**src/rtl/sarcal_pkg.sv**
```systemverilog
package sarcal_pkg;

   // Width needed to hold an index in 0..n-1 (at least one bit)
   function automatic int unsigned idx_bits(input int unsigned n);
      return (n < 2) ? 1 : $clog2(n);
   endfunction

endpackage

```
**src/rtl/sarcal_mon_sync.sv**
```systemverilog
module sarcal_mon_sync #(
   parameter int STAGES = 2
)(
   input  logic clk,
   input  logic rst_n,
   input  logic mon_in,
   output logic rise
);
   logic [STAGES-1:0] chain_q;
   logic              last_q;

   generate
      if (STAGES == 2) begin : g_two
         always_ff @(posedge clk or negedge rst_n) begin
            if (!rst_n) chain_q <= '0;
            else        chain_q <= {chain_q[0], mon_in};
         end
      end else begin : g_deep
         always_ff @(posedge clk or negedge rst_n) begin
            if (!rst_n) chain_q <= '0;
            else        chain_q <= {chain_q[STAGES-2:0], mon_in};
         end
      end
   endgenerate

   always_ff @(posedge clk or negedge rst_n) begin
      if (!rst_n) last_q <= 1'b0;
      else        last_q <= chain_q[STAGES-1];
   end

   assign rise = chain_q[STAGES-1] & ~last_q;
endmodule

```
**src/rtl/sarcal_meas.sv**
```systemverilog
module sarcal_meas #(
   parameter int CNT_W      = 9,
   parameter int WIN_CYCLES = 1024
)(
   input  logic             clk,
   input  logic             rst_n,
   input  logic             run,
   input  logic             rise,
   output logic             win_end,
   output logic [CNT_W-1:0] count_total
);
   localparam int               WIN_W    = sarcal_pkg::idx_bits(WIN_CYCLES);
   localparam logic [WIN_W-1:0] WIN_LAST = WIN_W'(WIN_CYCLES - 1);
   localparam logic [CNT_W-1:0] CNT_MAX  = '1;

   logic [WIN_W-1:0] win_q;
   logic [CNT_W-1:0] cnt_q;

   // The count includes this cycle's edge, so a window covers exactly WIN_CYCLES samples
   always_comb begin
      if (rise && (cnt_q != CNT_MAX)) count_total = cnt_q + 1'b1;
      else                            count_total = cnt_q;
   end

   assign win_end = run && (win_q == WIN_LAST);

   always_ff @(posedge clk or negedge rst_n) begin
      if (!rst_n) begin
         win_q <= '0;
         cnt_q <= '0;
      end else if (!run || win_end) begin
         win_q <= '0;
         cnt_q <= '0;
      end else begin
         win_q <= win_q + 1'b1;
         cnt_q <= count_total;
      end
   end
endmodule

```
**src/rtl/sarcal_sar.sv**
```systemverilog
module sarcal_sar #(
   parameter int CODE_W = 8,
   parameter int CNT_W  = 9
)(
   input  logic              clk,
   input  logic              rst_n,
   input  logic              enable,
   input  logic              win_end,
   input  logic [CNT_W-1:0]  count_total,
   input  logic [CNT_W-1:0]  target,
   output logic [CODE_W-1:0] code,
   output logic [CODE_W-1:0] mask,
   output logic              done
);
   localparam logic [CODE_W-1:0] TOP_BIT = {1'b1, {(CODE_W-1){1'b0}}};

   logic              slow;
   logic [CODE_W-1:0] next_trial;

   assign slow       = count_total < target;
   assign next_trial = mask >> 1;

   always_ff @(posedge clk or negedge rst_n) begin
      if (!rst_n) begin
         code <= TOP_BIT;
         mask <= TOP_BIT;
         done <= 1'b0;
      end else if (!enable) begin
         code <= TOP_BIT;
         mask <= TOP_BIT;
         done <= 1'b0;
      end else if (win_end && !done) begin
         if (slow) code <= code | next_trial;
         else      code <= (code & ~mask) | next_trial;
         mask <= next_trial;
         done <= mask[0];
      end
   end
endmodule

```
**src/rtl/sarcal_ctrl.sv**
```systemverilog
module sarcal_ctrl #(
   parameter int CODE_W      = 8,
   parameter int CNT_W       = 9,
   parameter int WIN_CYCLES  = 1024,
   parameter int SYNC_STAGES = 2
)(
   input  logic              clk_ref,
   input  logic              rst_n,
   input  logic              cal_en,
   input  logic              mon_clk,
   input  logic [CNT_W-1:0]  target_cnt,
   output logic [CODE_W-1:0] tune_code,
   output logic [CODE_W-1:0] trial_mask,
   output logic              cal_done
);
   if (CODE_W < 2) begin : g_bad_code_w
      $error("sarcal_ctrl: CODE_W must be at least 2");
   end
   if (CNT_W < 2) begin : g_bad_cnt_w
      $error("sarcal_ctrl: CNT_W must be at least 2");
   end
   if (WIN_CYCLES < 2) begin : g_bad_win
      $error("sarcal_ctrl: WIN_CYCLES must be at least 2");
   end
   if (SYNC_STAGES < 2) begin : g_bad_sync
      $error("sarcal_ctrl: SYNC_STAGES must be at least 2");
   end

   logic             mon_rise;
   logic             win_end;
   logic             run;
   logic [CNT_W-1:0] count_total;

   assign run = cal_en & ~cal_done;

   sarcal_mon_sync #(.STAGES(SYNC_STAGES)) u_sync (
      .clk    (clk_ref),
      .rst_n  (rst_n),
      .mon_in (mon_clk),
      .rise   (mon_rise)
   );

   sarcal_meas #(.CNT_W(CNT_W), .WIN_CYCLES(WIN_CYCLES)) u_meas (
      .clk         (clk_ref),
      .rst_n       (rst_n),
      .run         (run),
      .rise        (mon_rise),
      .win_end     (win_end),
      .count_total (count_total)
   );

   sarcal_sar #(.CODE_W(CODE_W), .CNT_W(CNT_W)) u_sar (
      .clk         (clk_ref),
      .rst_n       (rst_n),
      .enable      (cal_en),
      .win_end     (win_end),
      .count_total (count_total),
      .target      (target_cnt),
      .code        (tune_code),
      .mask        (trial_mask),
      .done        (cal_done)
   );
endmodule

```
**config.mk**
```make
export PLATFORM = sky130hd
export DESIGN_NAME = sarcal_ctrl
export DESIGN_NICKNAME = d
export VERILOG_FILES = /design/src/rtl/sarcal_pkg.sv /design/src/rtl/sarcal_mon_sync.sv /design/src/rtl/sarcal_meas.sv /design/src/rtl/sarcal_sar.sv /design/src/rtl/sarcal_ctrl.sv
export SDC_FILE = /design/constraint.sdc
export NUM_CORES = 1
export LEC_CHECK = 0
export BUFFER_PORTS_ARGS = -buffer_cell sky130_fd_sc_hd__buf_2
export CORE_MARGIN = 1.5
export CORE_UTILIZATION = 50
export CTS_BUF_LIST = sky130_fd_sc_hd__clkbuf_8 sky130_fd_sc_hd__clkbuf_16
export CTS_CLUSTER_SIZE = 28
export DETAILED_ROUTE_END_ITERATION = 8
export GPL_TIMING_DRIVEN = 0
export PLACE_DENSITY = 0.79
export SLEW_MARGIN = 10
export SYNTH_ARGS = -nofsm -noshare
export SYNTH_HDL_FRONTEND = slang
export SYNTH_SLANG_ARGS = --single-unit
export TNS_END_PERCENT = 100
```
**constraint.sdc**
```tcl
create_clock -name clk_ref -period 2.9 [get_ports clk_ref]
set_clock_uncertainty 0.05 [all_clocks]
set_input_delay 0.29 -clock clk_ref [delete_from_list [all_inputs] [get_ports clk_ref]]
set_output_delay 0.29 -clock clk_ref [all_outputs]
set_load 0.01 [all_outputs]
```
# Word-level counts from Yosys, hierarchy flattened
# Index checks and enable logic that the tools add are counted.
[classes] n_lt_le_gt_ge=1 muxes=10 n_reduce_logical=6 bitwise_logic=8 eq_ne=3 add_sub_neg=2
[ops] cell="8-bit 2-to-1 mux" n=5
[ops] cell="9-bit 2-to-1 mux" n=2
[ops] cell="8-bit by 7-bit bitwise OR with 8-bit output" n=2
[ops] cell="10-bit by 1-bit adder with 10-bit output (second input constant)" n=1
[ops] cell="10-bit == test (second input constant)" n=1
[ops] cell="10-bit 2-to-1 mux" n=1
[ops] cell="9-bit by 1-bit adder with 9-bit output (second input constant)" n=1
[ops] cell="9-bit < comparator" n=1
[ops] cell="9-bit inequality test (second input constant)" n=1
[ops] cell="8-bit AND" n=1
[ops] cell="8-bit inverter" n=1
[ops] cell="1-bit logical AND" n=3
[ops] cell="1-bit AND" n=2
[ops] cell="1-bit logical NOT" n=2
[ops] cell="1-bit 2-to-1 mux" n=2
[ops] cell="2-bit by 1-bit inequality test with 1-bit output (second input constant)" n=1
[ops] cell="1-bit inverter" n=2
[ops] cell="1-bit logical OR" n=1
[totals] reg_bits=39 out_inout_bits=17 inputBits=13

# Depth between registers and ports, before layout
[depth] depth_word=8 depth_mapped=14 ltp_nobuf=14

# Cells and area by module
# From an unflattened synthesis, not the netlist that was laid out.
[hier_totals] hier_cells=199 area_unflattened_um2=2039.5
[modules_own_cells] module="sarcal_meas" instances=1 seq_area_each_um2=475.5 area_each_um2=1006.0 cells_each=99
[modules_own_cells] module="sarcal_sar" instances=1 seq_area_each_um2=427.9 area_each_um2=930.9 cells_each=95
[modules_own_cells] module="sarcal_mon_sync" instances=1 seq_area_each_um2=75.1 area_each_um2=88.8 cells_each=4
[modules_own_cells] module="sarcal_ctrl" instances=1 seq_area_each_um2=0.0 area_each_um2=13.8 cells_each=1

# Least setup slack after synthesis
# Ideal clock, no wire load.
[synth_timing] kind="reg2reg" startpoint="register u_meas.cnt_q[0]" endpoint="register u_sar.code[0]" path_slack_ns=-0.138 required_time_ns=2.767 setup_time_ns=0.083 path_stages_with_launch=14 t_arrival_ns=2.905 path_cell_list="dfrtp_1 -> ha_1 -> nand3_1 -> nor2_1 -> ha_1 -> nor3b_4 -> and4_4 -> nand3_2 -> xnor2_2 -> ha_1 -> and4_1 -> a221oi_2 -> a21oi_1 -> o21ai_0"
[synth_via] elab_chain_len=7
[synth_rtl] element="start, declared" line_no="sarcal_meas.sv:17" source="logic [CNT_W-1:0] cnt_q;"
[synth_rtl] element="start signal, assigned" line_no="sarcal_meas.sv:36" source="cnt_q <= count_total;"
[synth_rtl] element="parallel branches: the longest is 2 deep, another holds 9-bit by 1-bit adder with 9-bit output"
[synth_rtl] element="9-bit 2-to-1 mux (*)" line_no="sarcal_meas.sv:21" source="if (rise && (cnt_q != CNT_MAX)) count_total = cnt_q + 1'b1;"
[synth_rtl] element="9-bit < comparator (*)" line_no="sarcal_sar.sv:20" source="assign slow = count_total < target;"
[synth_rtl] element="8-bit 2-to-1 mux (*)" line_no="sarcal_sar.sv:33" source="if (slow) code <= code | next_trial;"
[synth_rtl] element="8-bit 2-to-1 mux (*)" line_no="sarcal_sar.sv:32" source="end else if (win_end && !done) begin"
[synth_rtl] element="8-bit 2-to-1 mux (*)" line_no="sarcal_sar.sv:28" source="end else if (!enable) begin"
[synth_rtl] element="end signal, assigned" line_no="sarcal_sar.sv:33"
[synth_rtl] element="end signal, assigned" line_no="sarcal_sar.sv:34" source="else code <= (code & ~mask) | next_trial;"
[synth_rtl] element="end, declared" line_no="sarcal_sar.sv:11" source="output logic [CODE_W-1:0] code,"
# Mark *: on every way between the ends. The select of a mux whose other input is x is not followed.
# A chain may end at the register's enable or synchronous reset.

# Worst setup path after layout
[layout_timing] startpoint="register u_meas.cnt_q[1]" endpoint="register u_sar.code[1]"
# The elaborated chain is that of the path after synthesis.

==> run summary <==
Status: finished clean
Mapped Area: 1946 um^2
Synth Instances: 189
EDFF count, synth: 0
Synth area leaders: dfrtp_1 (48%), ha_1 (7.1%), nand2_1 (4.4%)
Critical Path End Type: register
Adder-cell share of the synthesized area: 7.074%
Vias/cell: 5.182
Distinct cells, synth: 34
Largest family of logic cells by synthesized area: simple AND/OR/NAND/NOR gates
FMAX: 345.3 MHz
Sequential area share after synthesis: 50.29%
Most frequent cells in the layout: dfrtp_1 (37), buf_2 (30), nand2_1 (22)
Vias in the first global route: 1528
Routed WL: 3936 um
Reg2reg path depth: 14
Antenna viol nets, final: 0
Total power: 0.001000 W
Minimum clock period: 2.896 ns
Synth Area in Compound Gates: 9.132%
CTS Sinks: 39
Register share of total power: 55.8%
Period utilization: 99.85%
DIE AREA: 4275 um^2
Most common cell after layout, fill and taps aside: dfrtp_1
Sw Ratio: 23.17%
CTS clock-pin slew for the worst setup and hold paths: 0.08 ns
Die H: 65.38 um
Clock root buffer: clkbuf_8
Worst setup endpoint: u_sar.code[1]
Multiplexer area fraction after synthesis: 1.158%
Final setup violating endpoints: 0
Leak: 1.225 nW
Max-cap viol count: 0
PwrDens: 404.2 nW/um^2
DRC: 0
Register area: 978.4 um^2
Pre-CTS WS: -0.3661 ns
DP Wirelength: 2653 um
Filler Cell Count: 312
Setup Crit Path Kind: reg -> reg
Worst slew pin tran: 0.8359 ns
Diode count: 0
Worst setup SP type: register
CP required: 3.02 ns
RSZ-0062 raised after global routing: yes
Io pins: 30
Psw: 0.0002318 W
Inserted Clock Buffers: 5
GRT overflow: 0
Leading area contributor after synthesis: dfrtp_1
1st-iter DRT viols: 34
IO Port Bufs: 29
Worst Setup SP: u_meas.cnt_q[1]
Synth Flop Type: dfrtp_1
Number of hold violations in the final report: 0
Placed insts: 266
Final WS setup: 0.004361 ns
Worst Path Arrival: 3.02 ns
XOR/XNOR Fraction of Synth Area: 7.074%
Share of layout cells above drive strength 1: 35.71%
Avg Inst Size Synth: 10.29 um^2
Clock network fraction of design power: 37.2%
Fin nets: 261
Reg2reg setup slack: 0.004 ns
Slew margin rel.: 44.28%
Synth warn: 0
Core Region: 3689 um^2
Post-Syn Nets: 213
TritonCTS clock tree: yes
Largest net degree at the start of global routing: 40
Clock Latency Late Sink: 0.30 ns
DRT Pass-1 Iters: 4
Final std cells w/o fill: 286
Post-synthesis simple-gate area fraction: 20.96%
Area of the multi-input gates: 1018 um^2
Worst-path maximum fanout: 8
Row count: 22
Layout area overhead: 27.20%
Gpl congestion: 0.7990
Initial Utilization: 52.75%
Fin Setup TNS: 0 ns
P_int: 0.0007687 W
Via count: 1482
Clock Path Buffers: 2
First-pass GRT wire length: 6734 um
Post-CTS Hold Buffers: 0
Hold Crit Class: in -> async
Synthesized flop and latch total: 39
Die W: 65.38 um
WL/cell: 13.76 um
Worst vdd rail ir drop: 414.0 uV
Worst r2r src: u_meas.cnt_q[1]
Initial antenna violation count: 0
GR Util All Layers: 21.51%
Logic pwr share: 7.0%
Post-synth top area share: 47.59%
Slew Limit Fails: 0
Asr flop ratio synth: 100.0%
FF-to-FF End: u_sar.code[1]
H-tree Lvls: 2
-- registers in the layout (all words and copies together) (netlist names) --
| register | count |
|---|---|
| u_meas.cnt_q | 9 |
| u_meas.win_q | 10 |
| u_sar.code | 8 |
| u_sar.done | 1 |
| u_sar.mask | 8 |
| u_sync.chain_q | 2 |
| u_sync.last_q | 1 |
-- per-stage QoR --
| stage | utilization [%] | cell area [um^2] | hold slack [ns] |
|---|---|---|---|
| after detailed placement | 58.96 | 2175 | 0.2847 |
| after global placement | 58.96 | 2175 | 0.2891 |
| final | 67.10 | 2475 | 0.04124 |
| after CTS | 65.74 | 2425 | 0.03202 |
| after global routing | 67.10 | 2475 | 0.02203 |
| after floorplan | - | 1969 | -0.05559 |
-- routing by layer --
metal | global-route usage, % | vias up | routed length [um]
met4 | 10.42 | 0 | 114
met2 | 35.84 | 24 | 2015
met3 | 6.164 | 11 | 134
met5 | 0 | - | 0
met1 | 25.57 | 717 | 1672
li1 | - | 730 | -
-- power groups by stage --
stage | clock network, W | registers [W] | logic (W)
after floorplan | 0 | 0.000568 | 0.0000320
after global placement | 0 | 0.000569 | 0.0000575
after detailed placement | 0 | 0.000569 | 0.0000589
after CTS | 0.000382 | 0.000558 | 0.0000678
after global routing | 0.000414 | 0.000559 | 0.0000802
final | 0.000372 | 0.000558 | 0.0000698
-- critical path, cell delays in order (launching register included) --
cell and delay [ns]:
dfrtp_1 0.39, ha_2 0.20, nand3_2 0.07, nor2_2 0.04, ha_2 0.19, nor3b_4 0.21, and4_4 0.30, nand3_4 0.10
xnor2_4 0.16, ha_4 0.29, and4_4 0.24, nand2_1 0.07, a21o_4 0.22, a21oi_2 0.15, o21ai_1 0.08
-- what timing repair did --
item / in CTS / in global routing
pin swaps: 14 / 12
buffers inserted: 10 / 2
setup endpoints to repair: 8 / 8
gates resized for setup: 16 / 4
-- worst min path at each step --
stage                              to  slack [ns]  cells past startpoint
global placement    u_sync.chain_q[1]        0.29                      0
floorplan             u_meas.cnt_q[0]       -0.06                      0
global route        u_sync.chain_q[0]        0.02                      1
detailed placement  u_sync.chain_q[1]        0.28                      0
finish              u_sync.chain_q[0]        0.04                      1
CTS                 u_sync.chain_q[0]        0.03                      1
-- cells in the mapped netlist, drive strengths merged (2+ instances only) --
library cell	number
xnor2	7
nor2	11
and3	2
nand2	23
buf	2
a21oi	14
and4	3
xor2	7
inv	18
dfstp	2
nand4	5
o21ai	17
nor2b	9
mux2	2
nand3	8
ha	11
dfrtp	37
-- layout make-up --
type	count	share of cell area, %
plain buffers	3	0.6572
clock buffers	6	3.337
clock inverters	2	0.3539
inverters	18	2.730
multi-input cells	129	41.15
flip-flops and latches	39	39.53
well taps	48	2.427
repair buffers	41	9.808
-- cell families (layout without fill, tap and decap cells) --
| group | count (synthesis) | after routing |
|---|---|---|
| and+or+nand+nor | 69 | 69 |
| DFF | 39 | 39 |
| AOI/OAI and AO/OA | 33 | 33 |
| buffers and inverters | 21 | 70 |
| xor gates and xnor gates | 14 | 14 |
| adders and majority gates | 11 | 11 |
| muxes | 2 | 2 |
No activity file was read; power rests on OpenSTA's default activity.
